===== config.mk =====
export PLATFORM = sky130hd
export DESIGN_NAME = tstamp_capture
export DESIGN_NICKNAME = d
export VERILOG_FILES = /design/src/rtl/tsc_pkg.sv /design/src/rtl/tsc_edge_sync.sv /design/src/rtl/tsc_seq.sv /design/src/rtl/tsc_irq.sv /design/src/rtl/tstamp_capture.sv
export SDC_FILE = /design/constraint.sdc
export NUM_CORES = 1
export LEC_CHECK = 0
export BUFFER_PORTS_ARGS = -buffer_cell sky130_fd_sc_hd__clkbuf_2
export CAP_MARGIN = 20
export CORE_MARGIN = 2
export CORE_UTILIZATION = 25
export DETAILED_ROUTE_END_ITERATION = 10
export REMOVE_ABC_BUFFERS = 1
export SYNTH_ARGS = -nofsm -noshare
export SYNTH_HDL_FRONTEND = slang
export SYNTH_SLANG_ARGS = --single-unit

===== constraint.sdc =====
create_clock -name clk_i -period 4.7 [get_ports clk_i]
set_input_delay 0.94 -clock clk_i [delete_from_list [all_inputs] [get_ports clk_i]]
set_output_delay 0.94 -clock clk_i [all_outputs]
set_load 0.05 [all_outputs]

===== src/rtl/tsc_pkg.sv =====
package tsc_pkg;
  localparam int unsigned DW   = 32;
  localparam int unsigned AW   = 8;
  localparam int unsigned NCAP = 4;
  localparam int unsigned NEVT = NCAP + 1;
  localparam int unsigned PW   = $clog2(NCAP);

  localparam logic [AW-1:0] A_CNT  = 8'h00;
  localparam logic [AW-1:0] A_CAP0 = 8'h08;
  localparam logic [AW-1:0] A_CTRL = 8'h28;
  localparam logic [AW-1:0] A_IEF  = 8'h2C;
  localparam logic [AW-1:0] A_CLR  = 8'h30;
  localparam logic [AW-1:0] A_ID   = 8'h5C;

  localparam int unsigned B_CAPEN   = 8;
  localparam int unsigned B_ONESHOT = 16;
  localparam int unsigned B_STOP_LO = 17;
  localparam int unsigned B_REARM   = 19;
  localparam int unsigned B_RUN     = 20;
  localparam int unsigned B_EN_LO   = 1;
  localparam int unsigned B_FLG_LO  = 17;

  typedef struct packed {
    logic [NCAP-1:0] pol;
    logic            cap_en;
    logic            oneshot;
    logic [PW-1:0]   stop;
    logic            run;
  } ctrl_t;

  function automatic logic [AW-1:0] cap_addr(input int unsigned i);
    return A_CAP0 + AW'(4 * i);
  endfunction
endpackage


===== src/rtl/tsc_edge_sync.sv =====
module tsc_edge_sync #(
  parameter int unsigned STAGES = 2
) (
  input  logic clk_i,
  input  logic rst_ni,
  input  logic d_i,
  output logic rise_o,
  output logic fall_o
);
  // sr[STAGES-1] is the synchronized level, sr[STAGES] its previous value
  logic [STAGES:0] sr_q;

  always_ff @(posedge clk_i or negedge rst_ni) begin
    if (!rst_ni) sr_q <= '0;
    else         sr_q <= {sr_q[STAGES-1:0], d_i};
  end

  assign rise_o =  sr_q[STAGES-1] & ~sr_q[STAGES];
  assign fall_o = ~sr_q[STAGES-1] &  sr_q[STAGES];
endmodule


===== src/rtl/tsc_seq.sv =====
module tsc_seq import tsc_pkg::*; (
  input  logic            clk_i,
  input  logic            rst_ni,
  input  logic            rise_i,
  input  logic            fall_i,
  input  logic [NCAP-1:0] pol_i,
  input  logic            cap_en_i,
  input  logic            oneshot_i,
  input  logic [PW-1:0]   stop_i,
  input  logic            rearm_i,
  output logic [NCAP-1:0] cap_evt_o,
  output logic            armed_o
);
  logic [PW-1:0] ptr_q;
  logic          armed_q;
  logic          hit;

  assign hit = cap_en_i & armed_q & (pol_i[ptr_q] ? fall_i : rise_i);

  for (genvar g = 0; g < NCAP; g++) begin : g_evt
    assign cap_evt_o[g] = hit & (ptr_q == PW'(g));
  end

  always_ff @(posedge clk_i or negedge rst_ni) begin
    if (!rst_ni) begin
      ptr_q   <= '0;
      armed_q <= 1'b1;
    end else if (rearm_i) begin
      ptr_q   <= '0;
      armed_q <= 1'b1;
    end else if (hit) begin
      if (ptr_q == stop_i) begin
        ptr_q <= '0;
        if (oneshot_i) armed_q <= 1'b0;
      end else begin
        ptr_q <= ptr_q + 1'b1;
      end
    end
  end

  assign armed_o = armed_q;
endmodule


===== src/rtl/tsc_irq.sv =====
module tsc_irq import tsc_pkg::*; (
  input  logic            clk_i,
  input  logic            rst_ni,
  input  logic [NEVT-1:0] evt_i,
  input  logic [NEVT-1:0] en_i,
  input  logic            clr_we_i,
  input  logic [NEVT:0]   clr_i,
  output logic [NEVT-1:0] flags_o,
  output logic            gflag_o,
  output logic            irq_o
);
  logic [NEVT-1:0] flags_q;
  logic            gflag_q;
  logic [NEVT-1:0] clr_mask;

  assign clr_mask = clr_we_i ? clr_i[NEVT:1] : '0;

  // a new event wins over a clear in the same cycle
  always_ff @(posedge clk_i or negedge rst_ni) begin
    if (!rst_ni) begin
      flags_q <= '0;
      gflag_q <= 1'b0;
    end else begin
      flags_q <= (flags_q & ~clr_mask) | evt_i;
      if (|(evt_i & en_i))          gflag_q <= 1'b1;
      else if (clr_we_i && clr_i[0]) gflag_q <= 1'b0;
    end
  end

  assign flags_o = flags_q;
  assign gflag_o = gflag_q;
  assign irq_o   = gflag_q & |(flags_q & en_i);
endmodule


===== src/rtl/tstamp_capture.sv =====
module tstamp_capture import tsc_pkg::*; #(
  parameter int unsigned SYNC_STAGES = 2,
  parameter logic [31:0] ID_VALUE    = 32'h5443_0001
) (
  input  logic          clk_i,
  input  logic          rst_ni,
  input  logic          cap_i,
  input  logic          req_i,
  input  logic          we_i,
  input  logic [AW-1:0] addr_i,
  input  logic [DW-1:0] wdata_i,
  output logic [DW-1:0] rdata_o,
  output logic          irq_o
);
  logic            wr, cnt_wr, ctrl_wr, ief_wr, clr_wr, rearm;
  logic [NCAP-1:0] cap_wr, cap_evt;
  ctrl_t           ctrl_q;
  logic [NEVT-1:0] en_q, flags, evt;
  logic            gflag, armed, ovf_evt;
  logic            cap_rise, cap_fall;
  logic [DW-1:0]   cnt_q;
  logic [DW-1:0]   cap_q [NCAP];
  logic [NCAP*DW-1:0] cap_flat;

  assign wr      = req_i & we_i;
  assign cnt_wr  = wr && (addr_i == A_CNT);
  assign ctrl_wr = wr && (addr_i == A_CTRL);
  assign ief_wr  = wr && (addr_i == A_IEF);
  assign clr_wr  = wr && (addr_i == A_CLR);
  assign rearm   = ctrl_wr & wdata_i[B_REARM];

  always_ff @(posedge clk_i or negedge rst_ni) begin
    if (!rst_ni) begin
      ctrl_q <= '0;
    end else if (ctrl_wr) begin
      for (int i = 0; i < NCAP; i++) ctrl_q.pol[i] <= wdata_i[2*i];
      ctrl_q.cap_en  <= wdata_i[B_CAPEN];
      ctrl_q.oneshot <= wdata_i[B_ONESHOT];
      ctrl_q.stop    <= wdata_i[B_STOP_LO +: PW];
      ctrl_q.run     <= wdata_i[B_RUN];
    end
  end

  always_ff @(posedge clk_i or negedge rst_ni) begin
    if (!rst_ni)     en_q <= '0;
    else if (ief_wr) en_q <= wdata_i[B_EN_LO +: NEVT];
  end

  // bus write has priority over counting
  always_ff @(posedge clk_i or negedge rst_ni) begin
    if (!rst_ni)         cnt_q <= '0;
    else if (cnt_wr)     cnt_q <= wdata_i;
    else if (ctrl_q.run) cnt_q <= cnt_q + 1'b1;
  end

  assign ovf_evt = ctrl_q.run & ~cnt_wr & (&cnt_q);

  tsc_edge_sync #(.STAGES(SYNC_STAGES)) u_sync (
    .clk_i  (clk_i),
    .rst_ni (rst_ni),
    .d_i    (cap_i),
    .rise_o (cap_rise),
    .fall_o (cap_fall)
  );

  tsc_seq u_seq (
    .clk_i     (clk_i),
    .rst_ni    (rst_ni),
    .rise_i    (cap_rise),
    .fall_i    (cap_fall),
    .pol_i     (ctrl_q.pol),
    .cap_en_i  (ctrl_q.cap_en),
    .oneshot_i (ctrl_q.oneshot),
    .stop_i    (ctrl_q.stop),
    .rearm_i   (rearm),
    .cap_evt_o (cap_evt),
    .armed_o   (armed)
  );

  for (genvar g = 0; g < NCAP; g++) begin : g_cap
    assign cap_wr[g] = wr && (addr_i == cap_addr(g));
    always_ff @(posedge clk_i or negedge rst_ni) begin
      if (!rst_ni)         cap_q[g] <= '0;
      else if (cap_wr[g])  cap_q[g] <= wdata_i;
      else if (cap_evt[g]) cap_q[g] <= cnt_q;
    end
    assign cap_flat[g*DW +: DW] = cap_q[g];
  end

  assign evt = {ovf_evt, cap_evt};

  tsc_irq u_irq (
    .clk_i    (clk_i),
    .rst_ni   (rst_ni),
    .evt_i    (evt),
    .en_i     (en_q),
    .clr_we_i (clr_wr),
    .clr_i    (wdata_i[NEVT:0]),
    .flags_o  (flags),
    .gflag_o  (gflag),
    .irq_o    (irq_o)
  );

  always_comb begin
    rdata_o = '0;
    if (addr_i == A_CNT) rdata_o = cnt_q;
    if (addr_i == A_CTRL) begin
      for (int i = 0; i < NCAP; i++) rdata_o[2*i] = ctrl_q.pol[i];
      rdata_o[B_CAPEN]          = ctrl_q.cap_en;
      rdata_o[B_ONESHOT]        = ctrl_q.oneshot;
      rdata_o[B_STOP_LO +: PW]  = ctrl_q.stop;
      rdata_o[B_RUN]            = ctrl_q.run;
    end
    if (addr_i == A_IEF) begin
      rdata_o[0]                 = gflag;
      rdata_o[B_EN_LO +: NEVT]   = en_q;
      rdata_o[B_FLG_LO +: NEVT]  = flags;
    end
    if (addr_i == A_ID) rdata_o = ID_VALUE;
    for (int i = 0; i < NCAP; i++)
      if (addr_i == cap_addr(i)) rdata_o = cap_q[i];
  end
endmodule


==> impl_metrics.json <==
{
  "status": "completed",
  "use_met3_pct": 4.238,
  "drive_gt1_share_pct": 14.43,
  "rsz0062_at_grt": "no",
  "ys_seq_area_share_pct": 44.31,
  "finalNonFillerCells": 1837,
  "grt.busiest_layer": "met2",
  "vdd_drop_max_v": 0.0002453,
  "ys_warn_count": 0,
  "routed_via_density": 5.339,
  "cts_buffers": 17,
  "drt-pass1-iter-count": 5,
  "synth-main-ff-cell": "dfrtp_1",
  "wl_per_cell_um": 20.40,
  "grt_pass1_vias": 9149,
  "fin_area_um2": 12090,
  "synth_top_cell_by_area": "dfrtp_1",
  "syn_area_per_cell_um2": 8.260,
  "cpPeakStageDelay_ns": 0.72,
  "cp_max_fo": 14,
  "whs_ns": 0.3716,
  "coreArea_um2": 41760,
  "cts-root-buf": "clkbuf_16",
  "grt_use_met2_pct": 26.02,
  "synth_edf_count": 0,
  "overflow": 0,
  "synthMostInstantiatedCell": "nand2_1",
  "critPathArrivalTime_ns": 3.31,
  "start_kind": "primary input",
  "grt_use_total_pct": 17.17,
  "port-buffer-count": 77,
  "placed_cell_area_um2": 11490,
  "clkSlewWorstSetupHoldPaths_ns": 0.07,
  "ios": 78,
  "critPathRequiredTime_ns": 3.76,
  "min_from": "u_sync.sr_q[0]",
  "antenna_found_initial": 6,
  "numClockSinks": 186,
  "synth_common_cells": "nand2_1 (309), dfrtp_1 (185), nor2_1 (184)",
  "regArea_um2": 4656,
  "die_y_um": 209,
  "hp-class": "reg2reg",
  "worst_slew_pin_slew_ns": 1.056,
  "slowest_stage": "or4b_1",
  "htreeDepth": 4,
  "met1_usage_pct": 23.97,
  "r2r_start": "u_seq.ptr_q[0]",
  "slew_headroom_pct": 29.58,
  "netlist_area_um2": 10510,
  "crit_path_end_kind": "output pin",
  "multi_input_area_um2": 5279,
  "drv_cap": 0,
  "row_count": 75,
  "dp_cells": 1803,
  "tritoncts": "yes",
  "vias": 9807,
  "synth.distinct_cells": 63,
  "first_iter_violations": 1037,
  "fp.dieArea_um2": 43680,
  "grt_pass1_wl_um": 57380,
  "start_util_pct": 25.16,
  "die_x_um": 209,
  "drc": 0,
  "p_per_area_nw_per_um2": 348.5,
  "fin_tns_setup_ns": 0,
  "grt_start_max_net_pins": 118,
  "cts_setup_buffers": 0,
  "cp_cell_sequence": "clkbuf_2 > or4b_1 > nor3_4 > nand2_1 > o221ai_1 > o21a_1 > buf_12",
  "startpoint": "addr_i[5]",
  "synth_top_area_share_pct": 44.06,
  "max_freq_ghz": 0.2352,
  "setup_violations": 0,
  "postCtsHoldBufs": 0,
  "gp_congestion": 0.8864,
  "finalCritPeriodShare_pct": 90.46,
  "fillers": 4381,
  "syn_inst": 1272,
  "fin_crit_ns": 4.252,
  "finalHoldViolations": 0,
  "syn_to_final_growth_pct": 15.05,
  "synth.area.top_cells": "dfrtp_1 (44%), nand2_1 (11%), a31oi_1 (8.1%)",
  "power_leakage_uw": 0.005060,
  "hpwl_um": 24790,
  "cts.path.max_buffers": 2,
  "ant_nets": 0,
  "slew_violations": 0,
  "nets": 1333,
  "criticalPathCategory": "in2out",
  "fin_skew_ns": 0.01804,
  "cts_resized": 0,
  "synth_seq_cells": 186,
  "synth-async-reset-ratio_pct": 100.0,
  "clk_latency_ns": 0.45,
  "drt-total-wl_um": 37480
}
==> cell type report <==
class                           count  area share (%)
Antenna cell                        2         0.04140
Clock buffer                       18           3.550
Clock inverter                     14           1.325
Inverter                            4          0.1242
Multi-Input combinational cell    965           43.67
Sequential cell                   186           38.52
Tap cell                          539           5.579
Timing Repair Buffer              109           7.194
==> flip-flops by register name (all words and copies together) (netlist names) <==
register and count:
u_irq.gflag_o 1, ctrl_q 9, u_seq.armed_o 1, u_irq.flags_o 5, cap_flat 128, u_sync.sr_q 3
u_seq.ptr_q 2, cnt_q 32, en_q 5
==> metal layers <==
metal	wire [µm]	part of all wire [%]
met2	16710	45
met5	43	0.11
met4	1066	2.8
met1	16310	44
met3	3347	8.9
==> cells by family (layout without fill, tap and decap cells) <==
family                   after synthesis  in the layout  share of synthesized area [%]
AO/OA/AOI/OAI                        280            280                          16.70
XOR/XNOR                              33             33                          2.751
flip-flops                           186            186                          44.31
AND/OR/NAND/NOR                      595            595                          24.66
other                                  0              2                              0
adder cells (fa/ha/maj)                5              5                         0.5955
buffers and inverters                121            145                          5.573
multiplexers                          52             52                          5.407
==> final timing paths <==
path / to / slack, ns / cells after the start
max: rdata_o[15] / 0.45 / 7
min: u_sync.sr_q[1] / 0.37 / 0
max reg2reg: cap_flat[58] / 1.37 / 6
min reg2reg: u_sync.sr_q[1] / 0.37 / 0
max in group asynchronous: u_irq.gflag_o / 3.17 / 2
min in group asynchronous: cap_flat[82] / 0.59 / 1
==> where the power goes <==
group	total [µW]	leakage, µW	switching, µW	internal [µW]
registers	2030	0.00176	294	1730
logic	690	0.00302	419	271
clock network	1500	0.000275	700	796
total	4210	0.00506	1410	2800
==> critical path: cells and delay by family <==
| family | cells | cell delay, ns |
|---|---|---|
| buffers and inverters | 2 | 0.35 |
| and+or+nand+nor | 3 | 1.54 |
| AOI/OAI and AO/OA | 2 | 0.46 |
==> metrics by stage <==
step	setup slack, ns	utilization, %	total power (µW)
after floorplan	0.5172	-	2399
after global placement	0.4884	27.52	2720
after detailed placement	0.4614	27.52	2730
after CTS	0.4575	28.93	4215
after global routing	0.2520	28.93	4387
final	0.4482	28.95	4213
==> cells in the final DEF (no fill, tap or decap), types with 4 or more instances in the layout <==
cell	instances
o21ai_0	25
nand4_1	9
o2bb2ai_1	4
inv_6	5
o221ai_1	6
and4_1	4
ha_1	5
mux2i_1	23
buf_12	16
o21a_1	5
a21o_1	4
nor2b_1	4
nor4_1	4
buf_4	30
clkbuf_2	62
or3_1	5
a211oi_1	4
nor2_1	184
inv_1	4
clkinvlp_4	4
xor2_1	25
a31oi_1	136
clkbuf_16	17
a21oi_1	54
nand3_1	25
dfrtp_1	185
or4_1	4
and3_1	14
mux2_2	28
a22oi_1	25
o22ai_1	6
xnor2_1	8
nand2_1	308
No activity file was read; power rests on OpenSTA's default activity.
